==> src/rtl/tblrd_pkg.sv <==
package tblrd_pkg;
   localparam logic [5:0] TBLRD_OPCODE = 6'b101010;
   localparam int OPC_LSB  = 10;
   localparam int HI_BIT   = 9;
   localparam int INC_BIT  = 8;

   function automatic logic opcode_hit(input logic [15:0] w);
      return w[15:OPC_LSB] == TBLRD_OPCODE;
   endfunction
endpackage

==> src/rtl/tblrd_decode.sv <==
module tblrd_decode #(
   parameter int          WORD_W   = 16,
   parameter int          REG_AW   = 8,
   parameter logic [7:0]  PCL_ADDR = 8'h02
) (
   input  logic [WORD_W-1:0] instr,
   output logic              hit,
   output logic              hi_sel,
   output logic              post_inc,
   output logic [REG_AW-1:0] dst,
   output logic              dst_is_pcl
);
   import tblrd_pkg::*;

   generate
      if (WORD_W != 16) begin : g_bad_word
         initial $error("tblrd_decode: WORD_W must be 16");
      end
      if (REG_AW != 8) begin : g_bad_aw
         initial $error("tblrd_decode: REG_AW must be 8");
      end
   endgenerate

   always_comb begin
      hit        = opcode_hit(instr[15:0]);
      hi_sel     = instr[HI_BIT];
      post_inc   = instr[INC_BIT];
      dst        = instr[REG_AW-1:0];
      dst_is_pcl = (instr[REG_AW-1:0] == PCL_ADDR);
   end
endmodule

==> src/rtl/tblrd_seq.sv <==
module tblrd_seq #(
   parameter int PHASES = 4
) (
   input  logic clk,
   input  logic rst_n,
   input  logic go,
   input  logic long_run,
   output logic busy,
   output logic wr_phase,
   output logic acc_phase
);
   localparam int MAXPH = 3 * PHASES;
   localparam int PH_W  = $clog2(MAXPH);
   localparam logic [PH_W-1:0] WR_PH   = PH_W'(PHASES - 1);
   localparam logic [PH_W-1:0] ACC_PH  = PH_W'(2 * PHASES - 1);
   localparam logic [PH_W-1:0] LAST2   = PH_W'(2 * PHASES - 1);
   localparam logic [PH_W-1:0] LAST3   = PH_W'(3 * PHASES - 1);

   generate
      if (PHASES < 2) begin : g_bad_ph
         initial $error("tblrd_seq: PHASES must be at least 2");
      end
   endgenerate

   logic [PH_W-1:0] ph_q;
   logic            busy_q;
   logic            long_q;
   logic            at_last;

   assign at_last = long_q ? (ph_q == LAST3) : (ph_q == LAST2);

   always_ff @(posedge clk) begin
      if (!rst_n) begin
         busy_q <= 1'b0;
         ph_q   <= '0;
         long_q <= 1'b0;
      end else if (!busy_q) begin
         if (go) begin
            busy_q <= 1'b1;
            ph_q   <= '0;
            long_q <= long_run;
         end
      end else if (at_last) begin
         busy_q <= 1'b0;
         ph_q   <= '0;
      end else begin
         ph_q <= ph_q + 1'b1;
      end
   end

   assign busy      = busy_q;
   assign wr_phase  = busy_q && (ph_q == WR_PH);
   assign acc_phase = busy_q && (ph_q == ACC_PH);

   // a running execution keeps counting regardless of start
   a_r6_busy_advances: assert property (@(posedge clk) disable iff (!rst_n)
      busy_q && !at_last |=> busy_q && (ph_q == $past(ph_q) + 1'b1));
   // the execution ends right after its final phase
   a_r5_ends_after_last: assert property (@(posedge clk) disable iff (!rst_n)
      busy_q && at_last |=> !busy_q);
endmodule

==> src/rtl/tblrd_ptr.sv <==
module tblrd_ptr #(
   parameter int PTR_W  = 16,
   parameter int LANE_W = 8
) (
   input  logic                             clk,
   input  logic                             rst_n,
   input  logic                             busy,
   input  logic                             inc,
   input  logic                             ld_en,
   input  logic [$clog2(PTR_W/LANE_W)-1:0]  ld_lane,
   input  logic [LANE_W-1:0]                ld_byte,
   output logic [PTR_W-1:0]                 ptr
);
   localparam int LANES = PTR_W / LANE_W;
   localparam int SEL_W = $clog2(LANES);

   generate
      if (PTR_W % LANE_W != 0 || LANES < 2) begin : g_bad_lanes
         initial $error("tblrd_ptr: PTR_W must be at least two whole lanes");
      end
   endgenerate

   logic [PTR_W-1:0] ptr_q;
   logic [PTR_W-1:0] lane_nxt;
   logic             ld_ok;

   assign ld_ok = ld_en && !busy;

   generate
      for (genvar g = 0; g < LANES; g++) begin : g_lane
         assign lane_nxt[g*LANE_W +: LANE_W] =
            (ld_ok && ld_lane == SEL_W'(g)) ? ld_byte : ptr_q[g*LANE_W +: LANE_W];
      end
   endgenerate

   always_ff @(posedge clk) begin
      if (!rst_n)   ptr_q <= '0;
      else if (inc) ptr_q <= ptr_q + 1'b1;
      else          ptr_q <= lane_nxt;
   end

   assign ptr = ptr_q;

   // post-increment steps by one, modulo 2^PTR_W
   a_r4_step_one: assert property (@(posedge clk) disable iff (!rst_n)
      inc |=> ptr_q == $past(ptr_q) + 1'b1);
   // byte loads cannot disturb the pointer during an execution
   a_r8_busy_no_load: assert property (@(posedge clk) disable iff (!rst_n)
      busy && !inc |=> $stable(ptr_q));
endmodule

==> src/rtl/tblrd_latch.sv <==
module tblrd_latch #(
   parameter int WORD_W = 16
) (
   input  logic                clk,
   input  logic                rst_n,
   input  logic                cap,
   input  logic [WORD_W-1:0]   din,
   input  logic                hi_sel,
   output logic [WORD_W/2-1:0] sel_byte
);
   localparam int HALF = WORD_W / 2;

   generate
      if (WORD_W % 2 != 0) begin : g_bad_w
         initial $error("tblrd_latch: WORD_W must be even");
      end
   endgenerate

   logic [WORD_W-1:0] lat_q;

   always_ff @(posedge clk) begin
      if (!rst_n)   lat_q <= '0;
      else if (cap) lat_q <= din;
   end

   assign sel_byte = hi_sel ? lat_q[WORD_W-1:HALF] : lat_q[HALF-1:0];

   // the latch changes only on the fetch phase, and then to memory data
   a_r3_hold: assert property (@(posedge clk) disable iff (!rst_n)
      !cap |=> $stable(lat_q));
   a_r3_capture: assert property (@(posedge clk) disable iff (!rst_n)
      cap |=> lat_q == $past(din));
endmodule

==> src/rtl/tblrd_unit.sv <==
module tblrd_unit #(
   parameter int         WORD_W   = 16,
   parameter int         PTR_W    = 16,
   parameter int         REG_AW   = 8,
   parameter int         PHASES   = 4,
   parameter logic [7:0] PCL_ADDR = 8'h02
) (
   input  logic                             clk,
   input  logic                             rst_n,
   input  logic                             start,
   input  logic [WORD_W-1:0]                instr,
   output logic                             busy,
   output logic                             rf_we,
   output logic [REG_AW-1:0]                rf_addr,
   output logic [WORD_W/2-1:0]              rf_data,
   output logic [PTR_W-1:0]                 pm_addr,
   output logic                             pm_oe_n,
   input  logic [WORD_W-1:0]                pm_data,
   input  logic                             ptr_ld_en,
   input  logic [$clog2(PTR_W/8)-1:0]       ptr_ld_lane,
   input  logic [7:0]                       ptr_ld_byte
);
   logic              d_hit, d_hi, d_inc, d_pcl;
   logic [REG_AW-1:0] d_dst;
   logic              go;
   logic              wr_phase, acc_phase;
   logic              hi_q, inc_q;
   logic [REG_AW-1:0] dst_q;

   tblrd_decode #(.WORD_W(WORD_W), .REG_AW(REG_AW), .PCL_ADDR(PCL_ADDR)) u_dec (
      .instr(instr), .hit(d_hit), .hi_sel(d_hi), .post_inc(d_inc),
      .dst(d_dst), .dst_is_pcl(d_pcl));

   assign go = start && d_hit;

   tblrd_seq #(.PHASES(PHASES)) u_seq (
      .clk(clk), .rst_n(rst_n), .go(go), .long_run(d_pcl),
      .busy(busy), .wr_phase(wr_phase), .acc_phase(acc_phase));

   always_ff @(posedge clk) begin
      if (!rst_n) begin
         hi_q  <= 1'b0;
         inc_q <= 1'b0;
         dst_q <= '0;
      end else if (go && !busy) begin
         hi_q  <= d_hi;
         inc_q <= d_inc;
         dst_q <= d_dst;
      end
   end

   tblrd_ptr #(.PTR_W(PTR_W), .LANE_W(8)) u_ptr (
      .clk(clk), .rst_n(rst_n), .busy(busy), .inc(acc_phase && inc_q),
      .ld_en(ptr_ld_en), .ld_lane(ptr_ld_lane), .ld_byte(ptr_ld_byte),
      .ptr(pm_addr));

   tblrd_latch #(.WORD_W(WORD_W)) u_lat (
      .clk(clk), .rst_n(rst_n), .cap(acc_phase), .din(pm_data),
      .hi_sel(hi_q), .sel_byte(rf_data));

   assign rf_we   = wr_phase;
   assign rf_addr = dst_q;
   assign pm_oe_n = !acc_phase;

   // memory is read only during an execution
   a_r9_oe_only_busy: assert property (@(posedge clk) disable iff (!rst_n)
      !pm_oe_n |-> busy);
   // one register write per execution, never two in a row
   a_r2_single_write: assert property (@(posedge clk) disable iff (!rst_n)
      rf_we |=> !rf_we);
   // an idle unit drives neither write nor read
   a_r1_idle_quiet: assert property (@(posedge clk) disable iff (!rst_n)
      !busy |-> pm_oe_n && !rf_we);
   // the write never coincides with the fetch
   a_r2_write_before_fetch: assert property (@(posedge clk) disable iff (!rst_n)
      !(rf_we && !pm_oe_n));
endmodule

==> config.mk <==
export PLATFORM = sky130hd
export DESIGN_NAME = tblrd_unit
export DESIGN_NICKNAME = d
export VERILOG_FILES = /design/src/rtl/tblrd_pkg.sv /design/src/rtl/tblrd_decode.sv /design/src/rtl/tblrd_seq.sv /design/src/rtl/tblrd_ptr.sv /design/src/rtl/tblrd_latch.sv /design/src/rtl/tblrd_unit.sv
export SDC_FILE = /design/constraint.sdc
export NUM_CORES = 1
export LEC_CHECK = 0
export ABC_AREA = 0
export BUFFER_PORTS_ARGS = -buffer_cell sky130_fd_sc_hd__buf_2
export CAP_MARGIN = 20
export CORE_AREA = 2 2 76 78
export DETAILED_ROUTE_END_ITERATION = 16
export DIE_AREA = 0 0 78 80
export PLACE_DENSITY = 0.75
export SETUP_SLACK_MARGIN = 0.1
export SYNTH_ARGS = -nofsm -noshare
export SYNTH_HDL_FRONTEND = slang
export SYNTH_SLANG_ARGS = --single-unit
export TNS_END_PERCENT = 30
==> constraint.sdc <==
create_clock -name clk -period 2.07 [get_ports clk]
set_input_delay 0.207 -clock clk [delete_from_list [all_inputs] [get_ports clk]]
set_output_delay 0.207 -clock clk [all_outputs]
set_load 0.01 [all_outputs]
* Word level (Yosys, flattened, before mapping)
Cells that the tools add are included.
** Word-level totals
- Register bits after elaboration :: 48
- Input port bits :: 45
- Output and inout port bits :: 35
- Word-level logic and storage cells :: 43
** Cells by class
- $add $sub $neg :: 2
- Equal/unequal tests :: 5
- Multiplexer cells :: 11
- Bitwise operators :: 2
- Reduce and logical (&&, ||, !) cells :: 14
** Operators with widths (count)
- 2-to-1 mux 8 bit :: 3
- adder 16 x 1 -> 16 bit, second input constant :: 1
- 2-to-1 mux 16 bit :: 1
- 2-to-1 mux 4 bit :: 3
- equality test 8 x 2 -> 1 bit, second input constant :: 1
- logical AND 1 bit :: 8
- equality test 6 bit, second input constant :: 1
- nonzero test 2 bit :: 3
- adder 4 x 1 -> 4 bit, second input constant :: 1
- equality test 4 x 2 -> 1 bit, second input constant :: 1
- equality test 4 x 3 -> 1 bit, second input constant :: 1
- equality test 4 bit, second input constant :: 1
- 2-to-1 mux 1 bit :: 4
- logical NOT 1 bit :: 2
- inverter 1 bit :: 2
- AND reduction 2 bit :: 1

* Logic depth before layout (Yosys ltp)
Gate-level depths: netlist of run 1.
- Word-level depth :: 5
- Mapped depth :: 7
- Mapped depth without buffers :: 5

* By module
Synthesis of run 1 repeated with hierarchy kept, for this count alone.
** Unflattened totals
- Cell total of the unflattened synthesis :: 286
- Area total of the unflattened synthesis :: 2601.2 µm²
** Modules (own cells, without submodules)
- tblrd_ptr :: instances 1, cells each 124, area an instance 991.0 µm², sequential area each 320.3 µm²
- tblrd_latch :: instances 1, cells each 60, area an instance 710.7 µm², sequential area each 320.3 µm²
- tblrd_unit :: instances 1, cells each 47, area an instance 422.9 µm², sequential area each 200.2 µm²
- tblrd_seq :: instances 1, cells each 40, area an instance 362.8 µm², sequential area each 120.1 µm²
- tblrd_decode :: instances 1, cells each 15, area an instance 113.9 µm², sequential area each 0.0 µm²

* Least setup slack after synthesis of run 1
No wires, ideal clock.
- Path kind :: register to register
- Start point :: register u_seq.busy_q (netlist: u_seq.busy)
- End point :: register u_lat.lat_q[10]
- Library setup time :: 0.132 ns
- Data arrival time :: 1.458 ns
- Required time :: 1.938 ns
- Path slack :: 0.479 ns
- Stages on the path, launching flop included :: 8
- Buffers on the path :: 3
- Period minus slack after synthesis :: 1.591 ns
- Cells stage by stage :: dfxtp_1 -> buf_4 -> and4b_1 -> buf_2 -> clkinv_1 -> buf_2 -> nand2_1 -> a21oi_1
** Between the ends
- Cells in the longest elaborated chain, start to end :: 1
** Ends and longest elaborated chain
- from (decl) :: RTL line tblrd_seq.sv:26 : logic busy_q;
- from (signal assigned) :: RTL line tblrd_seq.sv:34 : busy_q <= 1'b0;
- from (signal assigned) :: RTL line tblrd_seq.sv:39 : busy_q <= 1'b1;
- from (signal assigned) :: RTL line tblrd_seq.sv:44 : busy_q <= 1'b0;
- logical AND 1 bit :: RTL line tblrd_seq.sv:53 : assign acc_phase = busy_q && (ph_q == ACC_PH);
- to (signal assigned) :: RTL line tblrd_latch.sv:23 : else if (cap) lat_q <= din;
- to (decl) :: RTL line tblrd_latch.sv:19 : logic [WORD_W-1:0] lat_q;
Every way passes these cells.
A chain may end at the register's enable or synchronous reset.

* Final worst setup path of run 1
- Start point :: register u_seq.ph_q[0]
- End point :: output port pm_oe_n
** Between the ends
- Cells in the longest elaborated chain, start to end :: 3
** Ends and longest elaborated chain
- from (decl) :: RTL line tblrd_seq.sv:25 : logic [PH_W-1:0] ph_q;
- from (signal assigned) :: RTL line tblrd_seq.sv:47 : ph_q <= ph_q + 1'b1;
- equality test 4 x 3 -> 1 bit :: RTL line tblrd_seq.sv:53
- logical AND 1 bit :: RTL line tblrd_seq.sv:53
- logical NOT 1 bit :: RTL line tblrd_unit.sv:63 : assign pm_oe_n = !acc_phase;
- to (decl) :: RTL line tblrd_unit.sv:17 : output logic pm_oe_n,
Every way passes these cells.

==> results.md, run 1 <==
- Status: finished clean
- Fraction of layout cells with a size suffix above 1: 0.309
- Critical Path End Type: output pin
- Routed WL: around 6000 µm
- Area share of the largest cell type after synthesis: 0.408
- Slew Limit Headroom: 0.621
- Skew final: around 0.006 ns
- Leakage: about 1.2 nW
- Clk buf depth: 2
- Insertion delay to the later sink of the worst-skew pair: 0.30 ns
- Cell taking the most area after synthesis: dfxtp_1
- Mapped Area: ~2400 µm²
- ANT cells: 0
- Switching share of power: 0.240
- First-pass GRT wire length: between 9000 and 10000 µm
- Final GP Congestion: approximately 0.81
- Vias in the first global route: between 2000 and 2500
- # IOs: 80
- Clk slew on worst S/H paths: 0.10 ns
- MaxCap Viol Count: 0
- Seq pwr share: 0.533
- Post-synthesis adder-cell area fraction: 0.0159
- TritonCTS clock tree: built
- Core area: approximately 5400 µm²
- Post-Synth Simple-Gate Area: 0.265
- Total gr overflow: 0
- DP HPWL: 4270 µm
- Post-synthesis mux area share: 0.0616
- DR vias: 2341
- Final hold vios: 0
- Crit path required time: about 1.9 ns
- PwrDens: roughly 630 nW/µm²
- Chip Width: about 80 µm
- Hold slack: 0.134 ns
- Worst slew pin tran: ~0.56 ns
- Setup Viol. Count Final: 0
- Clk pwr share: 0.385
- Initial core utilization: 0.436
- DR WL met2: roughly 3000 µm
- CTS buffer count: 5
- WL met1: roughly 2600 µm
- Clock root buffer: clkbuf_8
- Startpoint types: register
- Psw: around 0.43 mW
- Largest family of logic cells by synthesized area: simple AND/OR/NAND/NOR gates
- DR iter-0 viols: 121
- Die area: 6240 µm²
- Antenna violations before repair: 0
- Post-route ant nets: 0
- Cells after synthesis: 286
- Avg Vias per Cell: between 5 and 6
- Number of flops mapped to enable cells by yosys: 0
- Post-synth top flop: dfxtp_1
- Worst VDD drop: around 0.36 mV
- Die height: approximately 80 µm
- Routed wl met3: 356 µm
- Slew Viols, Final: 0
- Largest net degree at the start of global routing: 39
- Post-synthesis compound-gate area fraction: 0.173
- Async SR Flop Fraction: 0
- Area growth from synthesis to layout: 22.8%
- Arr. time, crit path: 1.64 ns
- Non-filler instance count after layout: 434
- Synth top area cells: dfxtp_1, nand2_1, a21oi_1
- Synthesized flop and latch total: 48
- Max Freq: 543 MHz
- Yosys cell types: 46
- Setup TNS Final: 0 ns
- Uppermost layer routed: met4
- Crit Path Class: register to output pin
- Final Net Count: 409
- Clock sink count: 48
- Routed len/inst: between 10 and 15 µm
- Tcrit/Tclk final: 0.890
- Yosys Warn Count: 0
- Seq/Total Area, Yosys: 0.408
- DRC: 0
- Cell internal pwr: about 1.4 mW
- H-tree levels: 2
- Fin crit period: around 1.8 ns
- Port Buffer Count: 79
- Rows: 27
- Inst Count DP: between 400 and 500
- Avg Cell Area, Syn: about 8 µm²
- Setup Fix Bufs, Post-CTS: 0
- Comb pwr share: 0.082
- Worst-path fanout max: 20
- TritonRoute pass-1 iters: 4
- Syn nets: approximately 330
- RSZ-0062 raised after global routing: yes
- HP Class: primary input to register
- Total GRT Usage: 0.193
- Xor-xnor portion of the synthesized cell area: 0.0186
## power by group through the flow
stage | logic, mW | clock network, mW | registers [mW]
detailed placement | 0.147 | 0 | 0.986
finish | 0.148 | 0.698 | 0.965
global placement | 0.145 | 0 | 0.985
floorplan | 0.0661 | 0 | 0.987
CTS | 0.148 | 0.715 | 0.964
global route | 0.162 | 0.760 | 0.969
## path summary, 6_finish.rpt
check | startpoint | end | slack (ns) | cells past startpoint
worst min register to register | u_lat.lat_q[10] | u_lat.lat_q[10] | 0.46 | 2
worst max register to register | u_seq.ph_q[0] | u_ptr.ptr[15] | 0.25 | 5
worst min-delay path | pm_data[0] | u_lat.lat_q[0] | 0.13 | 3
worst max-delay path | u_seq.ph_q[0] | pm_oe_n | 0.23 | 5
## kinds of logic after synthesis
kind of cell               count (synthesis)
xor gates and xnor gates                   5
muxes                                     13
buffers and inverters                     22
adders and majority gates                  3
and+or+nand+nor                          126
AOI/OAI and AO/OA                         69
DFF                                       48
## routing by layer
| metal | up-vias | GRT usage |
|---|---|---|
| li1 | 1166 | - |
| met2 | 82 | 0.324 |
| met3 | 4 | 0.0317 |
| met1 | 1089 | 0.250 |
| met4 | 0 | 0.0667 |
| met5 | - | 0 |
## worst max-delay path: stages, from the launching register on
cell and delay, ns:
dfxtp_1 0.40, ha_1 0.17, and4b_1 0.25, buf_6 0.21
clkinv_2 0.13, buf_2 0.16
## cells in the mapped netlist, types with 4 or more instances
cell,n
dfxtp_1,48
a21oi_1,36
a31oi_1,8
o21ai_0,10
buf_6,4
mux2_2,12
buf_2,5
nand3_1,14
a2bb2oi_1,6
nand2_1,72
clkbuf_1,6
nand4_1,4
or3_1,6
nor2_1,4
## repair_timing
item / CTS / global route
setup endpoints to repair: 1 / 1
cloned: 0 / 0
resized for setup: 1 / 1
hold buffers: 0 / 0
## final cells by class
cell class	count	area, µm²
well taps	72	90.1
flip-flops and latches	48	961
inverters	4	16.3
clock buffers	5	68.8
multi-input cells	216	1260
repair buffers	86	452
clock inverters	3	47.5
fillers	532	2510
## state kept, by name, summed over array words and instances (netlist names)
name,count
u_lat.lat_q,16
u_ptr.ptr,16
rf_addr,8
u_seq.ph_q,4
hi_q,1
inc_q,1
u_seq.busy,1
u_seq.long_q,1
## layout by cell type, fill, tap and decap left out, types with 3 or more instances in the layout
cell type / count
a2bb2oi_1: 6
o21ai_0: 10
a31oi_1: 8
nand3_1: 14
and3_1: 3
clkbuf_8: 5
nor2_1: 4
inv_1: 3
or3_1: 6
nand4_1: 4
buf_2: 79
buf_4: 6
ha_1: 3
nand2_1: 72
a21oi_1: 36
xor2_1: 3
mux2_2: 12
dfxtp_1: 48
## through the flow
step                utilization  worst slack (ns)  instance area, µm²  power, mW
detailed placement        0.513             0.294                2770       1.13
global route              0.536            0.0993                2900       1.89
CTS                       0.535             0.162                2890       1.83
global placement          0.513             0.357                2770       1.13
finish                    0.536             0.228                2900       1.81
floorplan                     -             0.479                2360       1.05
Power figures use the tool's default switching activity.
==> inputs of run 2 (changes only) <==
--- a/config.mk
+++ b/config.mk
@@ -8,10 +8,10 @@
 export ABC_AREA = 0
 export BUFFER_PORTS_ARGS = -buffer_cell sky130_fd_sc_hd__buf_2
 export CAP_MARGIN = 20
-export CORE_AREA = 2 2 76 78
+export CORE_AREA = 2 2 72 74
 export DETAILED_ROUTE_END_ITERATION = 16
-export DIE_AREA = 0 0 78 80
-export PLACE_DENSITY = 0.75
+export DIE_AREA = 0 0 74 76
+export PLACE_DENSITY = 0.82
 export SETUP_SLACK_MARGIN = 0.1
 export SYNTH_ARGS = -nofsm -noshare
 export SYNTH_HDL_FRONTEND = slang
==> results.md, run 2 (synthesis results as in run 1) <==
- Avg Vias per Cell: approximately 5.4
- DRC: 0
- Cts hold-fix bufs: 0
- TritonRoute pass-1 iters: 4
- Fin crit period: about 1.9 ns
- Crit path required time: between 2 and 2.5 ns
- Critical Path End Type: register
- Clock root buffer: clkbuf_8
- DP HPWL: between 4000 and 5000 µm
- Initial core utilization: 0.480
- Rows: 26
- WL met1: between 2000 and 3000 µm
- Slew Viols, Final: 0
- Total gr overflow: 0
- Crit. Startpoint: u_seq.ph_q[0]
- Worst VDD drop: a little over 0.4 mV
- # IOs: 80
- Worst-path fanout max: 11
- Most frequent cells in the layout: buf_2, nand2_1, dfxtp_1
- Worst slew pin tran: about 0.55 ns
- Chip Width: 74 µm
- MaxCap Viol Count: 0
- Slowest CP cell: dfxtp_1
- Skew final: 0.00816 ns
- Core area: about 5000 µm²
- TritonCTS clock tree: built
- Slew Limit Headroom: 0.630
- Clock sink count: 48
- Total GRT Usage: 0.213
- Fin area: about 2900 µm²
- Filler cell count: 450
- H-tree levels: 2
- ANT cells: 0
- HP Class: primary input to register
- Vias in the first global route: 2141
- Worst path max stage delay: roughly 0.42 ns
- Setup TNS Final: 0 ns
- Die height: 76 µm
- CP Cell Sequence: ha_1 -> and4b_1 -> and2_1 -> buf_4 -> a2bb2oi_1 -> a31oi_1
- Buf+Inv Stages, Crit Path: 1
- Routed wl met3: approximately 420 µm
- Area growth from synthesis to layout: 22.2%
- PwrDens: 630 nW/µm²
- Clk buf depth: 2
- Setup Viol. Count Final: 0
- Post-route ant nets: 0
- R2r setup slk: about 0.18 ns
- Uppermost layer routed: met4
- Crit Path Class: register to register
- DR vias: 2346
- First-pass GRT wire length: approximately 9700 µm
- Fraction of layout cells with a size suffix above 1: 0.307
- Max Freq: 528 MHz
- Tcrit/Tclk final: 0.915
- RSZ-0062 raised after global routing: yes
- Largest net degree at the start of global routing: 39
- Placed cell area: 2760 µm²
- Arr. time, crit path: 2.08 ns
- Antenna violations before repair: 0
- DR iter-0 viols: between 100 and 150
- Status: finished clean
- DR WL met2: approximately 2700 µm
- Hold Crit Start: pm_data[8]
- Setup Fix Bufs, Post-CTS: 0
- Routed len/inst: about 13 µm
- Clk slew on worst S/H paths: ~0.10 ns
- Startpoint types: register
- Port Buffer Count: 79
- R2R Path Start: u_seq.ph_q[0]
- Most common cell after layout, fill and taps aside: buf_2
- Final GP Congestion: 0.928
- Fin util: 0.587
- Routed WL: around 5800 µm
- CTS buffer count: 5
- Delay-heaviest family, CP: simple AND/OR/NAND/NOR gates
- Final hold vios: 0
- Insertion delay to the later sink of the worst-skew pair: between 0.3 and 0.4 ns
- Leakage: 1.18 nW
- Die area: about 5600 µm²
- Final Net Count: 408
==> run 2: cell count changes in the layout (fill, tap and decap cells not counted), sizes merged <==
cell	previous run	this run
buf	86	85
clkinv	3	0
clkinvlp	0	1
inv	3	5
==> run 2: routing by layer <==
metal  up-vias  track usage
met3         4       0.0556
met4         0       0.0873
li1       1169            -
met5         -            0
met2        98        0.329
met1      1075        0.280
==> run 2: what timing repair did <==
| item | CTS | global route |
|---|---|---|
| endpoints found under the hold margin | 0 | 0 |
| gates resized for setup | 1 | 1 |
| endpoints found under the setup margin | 1 | 5 |
==> run 2: path summary, 6_finish.rpt <==
path                                        to  cells after the start
worst max-delay path             u_ptr.ptr[13]                      6
worst min-delay path            u_lat.lat_q[8]                      3
worst max register to register   u_ptr.ptr[13]                      6
worst min register to register      rf_addr[4]                      2
==> run 2: area by class of cell <==
cell class | count | area, µm² | share of cell area
clock buffers | 5 | 68.8 | 0.0239
repair buffers | 85 | 440 | 0.153
flip-flops and latches | 48 | 961 | 0.333
inverters | 4 | 17.5 | 0.00608
multi-input cells | 216 | 1260 | 0.437
well taps | 70 | 87.6 | 0.0304
clock inverters | 3 | 46.3 | 0.0161
==> run 2: metrics by stage <==
stage | instances | hold WS, ns | total power, mW | worst slack (ns)
2_1_floorplan | 286 | 0.324 | 1.05 | 0.479
3_3_place_gp | 423 | 0.435 | 1.13 | 0.302
3_5_place_dp | 423 | 0.441 | 1.13 | 0.247
4_1_cts | 431 | 0.119 | 1.83 | 0.106
5_1_grt | 431 | 0.124 | 1.88 | 0.00645
6_report | 431 | 0.131 | 1.81 | 0.175
==> run 2: worst register-to-register path: cells and delay by family, from the launching register on <==
kind	cells	cell delay, ns
compound gates	2	0.27
fa+ha+maj	1	0.18
buf+inv	1	0.22
flops	1	0.42
simple gates	2	0.69
==> run 2: report_power, final <==
group	internal [mW]	switching (mW)
registers	0.939	0.0259
clock network	0.364	0.338
logic	0.0720	0.0753
total	1.38	0.439
